File: config.mk
export PLATFORM = sky130hd
export DESIGN_NAME = wdog_escalator
export DESIGN_NICKNAME = d
export VERILOG_FILES = /design/src/rtl/wdog_pkg.sv /design/src/rtl/wdog_regs.sv /design/src/rtl/wdog_core.sv /design/src/rtl/wdog_pulse.sv /design/src/rtl/wdog_escalator.sv
export SDC_FILE = /design/constraint.sdc
export NUM_CORES = 1
export LEC_CHECK = 0
export BUFFER_PORTS_ARGS = -buffer_cell sky130_fd_sc_hd__buf_2
export CAP_MARGIN = 20
export CORE_MARGIN = 2
export CORE_UTILIZATION = 65
export DETAILED_ROUTE_END_ITERATION = 6
export PLACE_DENSITY = 0.85
export SETUP_SLACK_MARGIN = 0.3
export SYNTH_ARGS = -nofsm -noshare
export SYNTH_HDL_FRONTEND = slang
export SYNTH_SLANG_ARGS = --single-unit
File: constraint.sdc
create_clock -name clk -period 7.6 [get_ports clk]
set_clock_uncertainty 0.2 [all_clocks]
set_input_delay 1.52 -clock clk [delete_from_list [all_inputs] [get_ports clk]]
set_output_delay 1.52 -clock clk [all_outputs]
set_load 0.005 [all_outputs]
File: src/rtl/wdog_pkg.sv
package wdog_pkg;
  localparam int DATA_W   = 32;
  localparam int ADDR_W   = 4;
  localparam int N_STAGES = 4;
  localparam int STG_W    = $clog2(N_STAGES);
  localparam int LEN_W    = 3;

  localparam logic [DATA_W-1:0] UNLOCK_KEY = 32'h5A3C_96E1;

  localparam logic [ADDR_W-1:0] A_KEY   = 4'd0;
  localparam logic [ADDR_W-1:0] A_CTRL  = 4'd1;
  localparam logic [ADDR_W-1:0] A_PRESC = 4'd2;
  localparam logic [ADDR_W-1:0] A_FEED  = 4'd3;
  localparam logic [ADDR_W-1:0] A_THR0  = 4'd4;
  localparam logic [ADDR_W-1:0] A_IRQ   = 4'd8;

  typedef enum logic [1:0] {
    ACT_NONE = 2'd0,
    ACT_IRQ  = 2'd1,
    ACT_CPU  = 2'd2,
    ACT_SYS  = 2'd3
  } wd_act_e;

  typedef struct packed {
    logic [LEN_W-1:0]          sys_len;
    logic [LEN_W-1:0]          cpu_len;
    logic [N_STAGES-1:0][1:0]  act;
    logic                      irq_en;
    logic                      boot;
    logic                      run;
  } wd_ctrl_t;
endpackage

File: src/rtl/wdog_regs.sv
module wdog_regs
  import wdog_pkg::*;
#(
  parameter int PRE_W = 16,
  parameter int THR_W = 32
) (
  input  logic                             clk,
  input  logic                             rst_n,
  input  logic                             wr_en,
  input  logic [ADDR_W-1:0]                wr_addr,
  input  logic [DATA_W-1:0]                wr_data,
  input  logic [ADDR_W-1:0]                rd_addr,
  input  logic                             irq_raw,
  input  logic                             irq_out,
  output wd_ctrl_t                         ctrl,
  output logic [PRE_W-1:0]                 presc,
  output logic [N_STAGES-1:0][THR_W-1:0]   thr,
  output logic                             locked,
  output logic                             feed_acc,
  output logic                             irq_clr,
  output logic [DATA_W-1:0]                rd_data
);
  localparam int CTRL_W = $bits(wd_ctrl_t);

  logic cfg_ok;
  assign cfg_ok   = !locked || !ctrl.run;
  assign feed_acc = wr_en && (wr_addr == A_FEED) && ctrl.run;
  assign irq_clr  = wr_en && (wr_addr == A_IRQ) && wr_data[0];

  always_ff @(posedge clk or negedge rst_n) begin
    if (!rst_n) begin
      locked <= 1'b1;
      ctrl   <= '0;
      presc  <= '0;
      thr    <= '0;
    end else if (wr_en) begin
      if (wr_addr == A_KEY) locked <= (wr_data != UNLOCK_KEY);
      if (cfg_ok) begin
        if (wr_addr == A_CTRL)  ctrl  <= wd_ctrl_t'(wr_data[CTRL_W-1:0]);
        if (wr_addr == A_PRESC) presc <= wr_data[PRE_W-1:0];
        for (int s = 0; s < N_STAGES; s++) begin
          if (wr_addr == ADDR_W'(int'(A_THR0) + s)) thr[s] <= wr_data[THR_W-1:0];
        end
      end
    end
  end

  always_comb begin
    rd_data = '0;
    case (rd_addr)
      A_KEY:   rd_data = DATA_W'(locked);
      A_CTRL:  rd_data = DATA_W'(ctrl);
      A_PRESC: rd_data = DATA_W'(presc);
      A_IRQ:   rd_data = DATA_W'({irq_out, irq_raw});
      default: begin
        for (int s = 0; s < N_STAGES; s++) begin
          if (rd_addr == ADDR_W'(int'(A_THR0) + s)) rd_data = DATA_W'(thr[s]);
        end
      end
    endcase
  end
endmodule

File: src/rtl/wdog_core.sv
module wdog_core
  import wdog_pkg::*;
#(
  parameter int PRE_W = 16,
  parameter int THR_W = 32
) (
  input  logic                            clk,
  input  logic                            rst_n,
  input  logic                            run,
  input  logic                            feed,
  input  logic [PRE_W-1:0]                presc,
  input  logic [N_STAGES-1:0][THR_W-1:0]  thr,
  output logic [STG_W-1:0]                stage,
  output logic                            expire
);
  logic [PRE_W-1:0] pre_cnt, pre_lim;
  logic [THR_W-1:0] tick_cnt;
  logic [THR_W:0]   nxt_ticks;
  logic             tick, stage_hit;

  assign pre_lim   = (presc == '0) ? PRE_W'(1) : presc;
  assign tick      = run && (pre_cnt >= pre_lim - PRE_W'(1));
  assign nxt_ticks = {1'b0, tick_cnt} + (THR_W+1)'(1);
  assign stage_hit = nxt_ticks >= {1'b0, thr[stage]};
  assign expire    = tick && !feed && stage_hit;

  always_ff @(posedge clk or negedge rst_n) begin
    if (!rst_n) begin
      pre_cnt  <= '0;
      tick_cnt <= '0;
      stage    <= '0;
    end else if (!run || feed) begin
      pre_cnt  <= '0;
      tick_cnt <= '0;
      stage    <= '0;
    end else if (tick) begin
      pre_cnt <= '0;
      if (stage_hit) begin
        tick_cnt <= '0;
        stage    <= (stage == STG_W'(N_STAGES-1)) ? '0 : stage + STG_W'(1);
      end else begin
        tick_cnt <= nxt_ticks[THR_W-1:0];
      end
    end else begin
      pre_cnt <= pre_cnt + PRE_W'(1);
    end
  end
endmodule

File: src/rtl/wdog_pulse.sv
module wdog_pulse
  import wdog_pkg::*;
#(
  parameter int UNIT = 32
) (
  input  logic             clk,
  input  logic             rst_n,
  input  logic             load,
  input  logic [LEN_W-1:0] len,
  output logic             active
);
  localparam int MAX_LEN = (1 << LEN_W) * UNIT;
  localparam int CNT_W   = $clog2(MAX_LEN + 1);

  logic [CNT_W-1:0] cnt, width;
  assign width  = CNT_W'((int'(len) + 1) * UNIT);
  assign active = (cnt != '0);

  always_ff @(posedge clk or negedge rst_n) begin
    if (!rst_n)       cnt <= '0;
    else if (load)    cnt <= width;
    else if (active)  cnt <= cnt - CNT_W'(1);
  end
endmodule

File: src/rtl/wdog_escalator.sv
module wdog_escalator
  import wdog_pkg::*;
#(
  parameter int PRE_W      = 16,
  parameter int THR_W      = 32,
  parameter int PULSE_UNIT = 32
) (
  input  logic        clk,
  input  logic        rst_n,
  input  logic        wr_en,
  input  logic [3:0]  wr_addr,
  input  logic [31:0] wr_data,
  input  logic [3:0]  rd_addr,
  output logic [31:0] rd_data,
  output logic        irq_o,
  output logic        cpu_rst_o,
  output logic        sys_rst_o,
  output logic [1:0]  stage_o
);
  wd_ctrl_t                        ctrl;
  logic [PRE_W-1:0]                presc;
  logic [N_STAGES-1:0][THR_W-1:0]  thr;
  logic                            locked, feed_acc, irq_clr, irq_raw, expire;
  logic [STG_W-1:0]                stage;
  wd_act_e                         act;
  logic [1:0]                      pl_load, pl_out;
  logic [1:0][LEN_W-1:0]           pl_len;

  wdog_regs #(.PRE_W(PRE_W), .THR_W(THR_W)) u_regs (
    .clk, .rst_n, .wr_en, .wr_addr, .wr_data, .rd_addr,
    .irq_raw, .irq_out(irq_o), .ctrl, .presc, .thr, .locked,
    .feed_acc, .irq_clr, .rd_data
  );

  wdog_core #(.PRE_W(PRE_W), .THR_W(THR_W)) u_core (
    .clk, .rst_n, .run(ctrl.run), .feed(feed_acc), .presc, .thr,
    .stage, .expire
  );

  assign act = wd_act_e'(ctrl.act[stage]);

  always_ff @(posedge clk or negedge rst_n) begin
    if (!rst_n)                          irq_raw <= 1'b0;
    else if (expire && act == ACT_IRQ)   irq_raw <= 1'b1;
    else if (irq_clr)                    irq_raw <= 1'b0;
  end
  assign irq_o = irq_raw && ctrl.irq_en;

  assign pl_load[0] = expire && (act == ACT_CPU);
  assign pl_load[1] = expire && (act == ACT_SYS);
  assign pl_len[0]  = ctrl.cpu_len;
  assign pl_len[1]  = ctrl.sys_len;

  for (genvar g = 0; g < 2; g++) begin : g_pulse
    wdog_pulse #(.UNIT(PULSE_UNIT)) u_pulse (
      .clk, .rst_n, .load(pl_load[g]), .len(pl_len[g]), .active(pl_out[g])
    );
  end

  assign cpu_rst_o = pl_out[0];
  assign sys_rst_o = pl_out[1];
  assign stage_o   = 2'(stage);
endmodule

# After elaboration in Yosys (flattened, before gate mapping)
# Index checks and enable logic that the tools add are counted.
# op_classes
add_sub_neg,8
magnitude_cmp,3
eq_ne,20
n_mux,25
reduce_logical,34
# op_table
cell,n
32-bit 2-to-1 mux,8
32-bit one-hot mux with 4 select lines,1
32-bit binary-select mux with 2-bit select,1
16-bit 2-to-1 mux,3
9-bit 2-to-1 mux,4
32-bit by 1-bit adder with 33-bit output (second input constant),1
33-bit by 32-bit >= comparator with 1-bit output,1
4-bit by 3-bit equality test with 1-bit output (second input constant),8
32-bit by 31-bit != test with 1-bit output (second input constant),1
3-bit AND reduction,6
9-bit nonzero test,2
9-bit by 1-bit subtractor with 9-bit output (second input constant),2
16-bit by 1-bit adder with 16-bit output (second input constant),1
16-bit >= comparator,1
16-bit zero test,1
16-bit by 1-bit subtractor with 16-bit output (second input constant),1
4-bit by 2-bit equality test with 1-bit output (second input constant),3
1-bit logical AND,11
2-bit 2-to-1 mux,5
2-bit nonzero test,5
3-bit by 1-bit adder with 4-bit output (second input constant),2
4-bit by 1-bit equality test with 1-bit output (second input constant),2
4-bit equality test (second input constant),2
4-bit zero test,2
other kinds (9),16
# totals
regBits,231
input_bits,43
out_inout_bits,37
wordCells,111

# Depth between registers and ports, before layout
# logic_depth
ltp_word,9
ltp_mapped,22

# By module
# Synthesis repeated with hierarchy kept, for this count alone.
# unflattened
hier_cells,1127
hier_area_um2,13719.4
# by_module_without_submodules
mod,n_inst,cells_per_inst,area_each_um2
wdog_regs,1,494,7612.3
wdog_core,1,502,4775.8
wdog_pulse,2,58,590.6
wdog_escalator,1,15,150.1

# Worst setup path before layout
# No wires, ideal clock.
# synth_timing
kind,input-to-output
start,input port rd_addr[0]
end,output port rd_data[10]
arrival_time_ns,3.348
slack_ns,2.532
path_stages,5
path_buffers,2
cell_sequence,clkbuf_1 clkbuf_1 mux4_2 a222oi_1 inv_1
# synth_via
elab_chain_cells,6
word_cells_on_any_way,13
cone_classes,7 x eq/ne; 5 x mux; 1 x reduce/logical
# synth_lines
item,line,text
from (decl),wdog_escalator.sv:13,"input logic [3:0] rd_addr,"
4-bit by 3-bit equality test with 1-bit output,wdog_regs.sv:57,if (rd_addr == ADDR_W'(int'(A_THR0) + s)) rd_data = DATA_W'(thr[s]);
32-bit 2-to-1 mux (4 in a row),wdog_regs.sv:57,
32-bit one-hot mux with 4 select lines *,wdog_regs.sv:50,case (rd_addr)
to (decl),wdog_escalator.sv:14,"output logic [31:0] rd_data,"
# Mark *: on every way between the ends. The rest lies on a longest branch, timed or not.

# Worst setup path in the final report
# layout_timing
start,register u_core.tick_cnt[0]
end,register g_pulse[0].u_pulse.cnt[6]
# layout_via
elab_chain_cells,5
word_cells_on_any_way,6
cone_classes,1 x add/sub; 1 x order compare; 1 x mux; 3 x reduce/logical
# layout_lines
item,line,text
from (decl),wdog_core.sv:17,logic [THR_W-1:0] tick_cnt;
from (signal assigned),wdog_core.sv:42,tick_cnt <= nxt_ticks[THR_W-1:0];
32-bit by 1-bit adder with 33-bit output *,wdog_core.sv:23,"assign nxt_ticks = {1'b0, tick_cnt} + (THR_W+1)'(1);"
33-bit by 32-bit >= comparator with 1-bit output *,wdog_core.sv:24,"assign stage_hit = nxt_ticks >= {1'b0, thr[stage]};"
1-bit logical AND *,wdog_core.sv:25,assign expire = tick && !feed && stage_hit;
1-bit logical AND *,wdog_escalator.sv:49,assign pl_load[0] = expire && (act == ACT_CPU);
9-bit 2-to-1 mux / 2-bit nonzero test (equally long branches),--,
to (signal assigned),wdog_pulse.sv:21,else if (load) cnt <= width;
to (signal assigned),wdog_pulse.sv:22,else if (active) cnt <= cnt - CNT_W'(1);
to (decl),wdog_pulse.sv:15,"logic [CNT_W-1:0] cnt, width;"
# Marked as above.
# A chain may end at the register's enable or synchronous reset.

==> results.txt <==
----------------------------------------------------
[Clock tree]
  Post-CTS sizing ... 0
  Clock insertion delay at the later pin of the skew report ... 0.55 ns
  Level count of the clock H-tree ... 1
  Number of CTS-inserted buffers ... 26
  Count of buffers added by post-CTS timing repair for setup ... 0
  Hold Buf Count CTS ... 0
  Root Buffer Master ... sky130_fd_sc_hd__clkbuf_16
  Register clock-pin slew on the reported worst setup and hold paths ... 0.06 ns
  Clock Tree Buf Depth ... 3
  Number of clock sinks ... 231
  CTS tree ... built

[Min path]
  Hold/Removal Path Class ... flop to flop

[GRT]
  Fraction of met2 tracks used by global routing ... 51.7%
  Number of global-route vias before repair ... 10100
  Number of antenna violations at the first check in global routing ... 0
  Met1 global-route usage ... 44.0%
  Aggregate global-route resource usage ... 32.6%
  Largest net degree at the start of global routing ... 90
  Global routing usage on met3 ... 7.28%
  Aggregate global routing overflow ... 0
  Most Crowded Layer GR ... met2
  First-pass GRT wire length ... 55.6 mm

[Die]
  Core region area ... 0.0202 mm²
  Total number of placement rows ... 52
  Effective utilization at floorplan ... 66.2%
  I/O pin total ... 80
  Die span in y ... 148 µm
  Die ar. ... 0.0218 mm²
  Die X-Extent ... 148 µm

[Pwr]
  Leakage power summed over all cells ... 6.60 nW
  Clock group share of total power ... 35.3%
  Sum of internal, switching and leakage power ... 3.74 mW
  Share of power burned in registers ... 44.4%
  Power Dens Cells ... 250 mW/mm²
  Internal power component ... 2.66 mW
  Worst VDD drop ... 0.205 mV
  Portion of total power attributed to combinational logic ... 20.2%
  Net Sw Frac ... 29.0%
  Switching power of the nets ... 1.08 mW

[Routing]
  Wire length per cell ... 23.4 µm
  Violation count after the first detailed-routing iteration ... 968
  DRC Markers ... 0
  Routed via count divided by cell count ... 6.73
  Detailed Route WL ... 34.6 mm
  Via count ... 9940
  Antenna violation net count after detailed routing ... 0
  First-pass detailed-route iteration total ... 6

[Yosys]
  Fraction of the yosys area taken by sequential cells ... 43.2%
  Synth async-reset ratio ... 100%
  Yosys top cell area share ... 43.0%
  Synth warnings ... 0
  Yosys cell types ... 69
  Average size of a mapped cell ... 11.9 µm²
  Yosys reg bits ... 231
  Commonest cells in the synthesized netlist ... sky130_fd_sc_hd__dfrtp_1 (230), sky130_fd_sc_hd__mux2_2 (163), sky130_fd_sc_hd__inv_1 (66)
  Synthesized cell area ... 0.0134 mm²
  Cell count after synthesis ... 1122
  Dominant register cell in the synthesized netlist ... sky130_fd_sc_hd__dfrtp_1
  Count of flip-flops with a built-in enable after synthesis ... 0
  Most instantiated library cell after synthesis ... sky130_fd_sc_hd__dfrtp_1
  Largest cells by area after synthesis ... sky130_fd_sc_hd__dfrtp_1 (43%), sky130_fd_sc_hd__mux2_2 (14%), sky130_fd_sc_hd__mux4_2 (11%)
  Syn Nets ... 1221
  Cell type contributing the most total cell area after synthesis ... sky130_fd_sc_hd__dfrtp_1

[STA]
  Setup repair after global routing missed its margin ... no
  Worst rel slew slack ... 29.0%
  Actual slew at the worst max-slew pin ... 1.06 ns
  Time the final worst path needs with I/O delays and setup ... 5.91 ns
  Fmax ... 0.169 GHz
  Worst hold margin ... 0.323 ns
  Setup violation total in the final timing report ... 0
  Ratio of final minimum period to clock period ... 77.7%
  Number of hold-slack violations in the final timing report ... 0
  PnR worst setup slack ... 1.69 ns
  Number of max-slew violations in the final report ... 0
  Final TNS setup ... 0 ns

[Cells and area]
  Number of diodes ... 0
  Number of nets in the finished design ... 1287
  Synth-to-Final Area Change ... 11.9%
  Fraction of layout instances using a drive strength above 1 ... 33.5%
  Post-route design area ... 0.0150 mm²

[Placed design]
  Final RePlAce weighted congestion ... 0.906
  Port-buffer cells ... 79
  Minimum setup slack after placement ... 1.86 ns
  HPWL reported at the end of detailed placement ... 22.2 mm
  Instance area after placement ... 0.0140 mm²

[Critical path]
  Data arrival time of the worst path ... 6.12 ns
  Nature of the critical path endpoint ... flop
  Launching element type of the critical path ... flop
  Critical path's largest stage delay ... 0.62 ns
  Buffers and inverters on the worst path ... 0
  Startpoint-to-endpoint class of the critical path ... flop to flop
  Critical-path maximum fanout ... 11
  Cells along the critical path ... ha_1, and3_2, nand3_1, or3_1, or3_2, nor4_1, xor2_1, ha_1, nand3_1, nor4_1, o2111ai_1, o2bb2ai_1, o22ai_4, nor4b_4, mux2_4
  Critical path required time ... 7.81 ns
  Family of cells with the greatest summed delay on the critical path ... simple AND/OR/NAND/NOR gates
  Cell with the largest stage delay on the worst path ... sky130_fd_sc_hd__nor4b_4

[Run status]
  Outcome ... finished clean

[Flow run]
  Max Cap Viol ... 0

----------------------------------------------------
[worst register-to-register path: cells and delay by family, from the launching register on]
kind	cells	cell delay [ns]
simple gates	8	3.16
mux	1	0.35
compound gates	3	0.92
flops	1	0.43
fa+ha+maj	2	0.59
xor+xnor	1	0.14
[per-stage QoR]
step	util (%)	instances
4_1_cts	74.0	1477
5_1_grt	74.0	1478
6_report	74.0	1478
3_3_place_gp	69.4	1429
3_5_place_dp	69.4	1429
2_1_floorplan	-	1122
[area by class of cell]
cell class	count	area (µm²)
sequential	231	5780
clock inverter	13	170
clock buffer	35	754
fill	1287	5250
tap	270	338
inverter	67	251
multi-input combinational	767	7160
timing repair buffer	95	529
[state kept, by name (all words and copies together) (netlist names)]
name and cells:
u_core.tick_cnt 32, u_regs.thr 128, g_pulse.u_pulse.cnt 18, u_regs.ctrl 17, irq_raw 1, u_core.pre_cnt 16, u_regs.locked 1, u_core.stage 2
u_regs.presc 16
[cells in the final DEF (no fill, tap or decap), types with 31 or more instances in the layout]
master,count
sky130_fd_sc_hd__inv_1,66
sky130_fd_sc_hd__mux2_2,163
sky130_fd_sc_hd__nand2_1,63
sky130_fd_sc_hd__xnor2_1,31
sky130_fd_sc_hd__nand3_1,33
sky130_fd_sc_hd__ha_1,56
sky130_fd_sc_hd__buf_2,78
sky130_fd_sc_hd__dfrtp_1,229
sky130_fd_sc_hd__mux4_2,64
sky130_fd_sc_hd__nor2_1,55
[metal layers]
metal  up-vias  part of all wire, %
met4         0                  3.7
met1      5055                   39
met3        95                  9.0
met5         -                    0
met2       497                   48
li1       4293                    -
[logic make-up after synthesis]
logic type,share of synthesized area (%)
xor+xnor,3.86
compound gates,6.61
buf+inv,3.66
mux,25.5
simple gates,11.9
flops,43.2
fa+ha+maj,5.23
[power groups by stage]
stage	sequential, mW	combinational [mW]	clock [mW]
finish	1.66	0.758	1.32
global route	1.68	0.824	1.39
CTS	1.65	0.755	1.33
detailed placement	1.66	0.742	0
global placement	1.64	0.711	0
floorplan	1.58	0.553	0
[final timing paths]
| check | from | to | slack (ns) | cells after the start |
|---|---|---|---|---|
| min in group asynchronous | rst_n | g_pulse[1].u_pulse.cnt[4]$_DFFE_PN0P_ | 0.79 | 1 |
| worst max-delay path | u_core.tick_cnt[0]$_DFFE_PN0P_ | g_pulse[0].u_pulse.cnt[6]$_DFFE_PN0P_ | 1.69 | 15 |
| worst min-delay path | u_regs.thr[95]$_DFFE_PN0P_ | u_regs.thr[95]$_DFFE_PN0P_ | 0.32 | 1 |
| worst max register to register | u_core.tick_cnt[0]$_DFFE_PN0P_ | g_pulse[0].u_pulse.cnt[6]$_DFFE_PN0P_ | 1.69 | 15 |
| max in group asynchronous | rst_n | u_regs.thr[51]$_DFFE_PN0P_ | 4.98 | 2 |
| worst min register to register | u_regs.thr[95]$_DFFE_PN0P_ | u_regs.thr[95]$_DFFE_PN0P_ | 0.32 | 1 |
No activity file was read; power rests on OpenSTA's default activity.
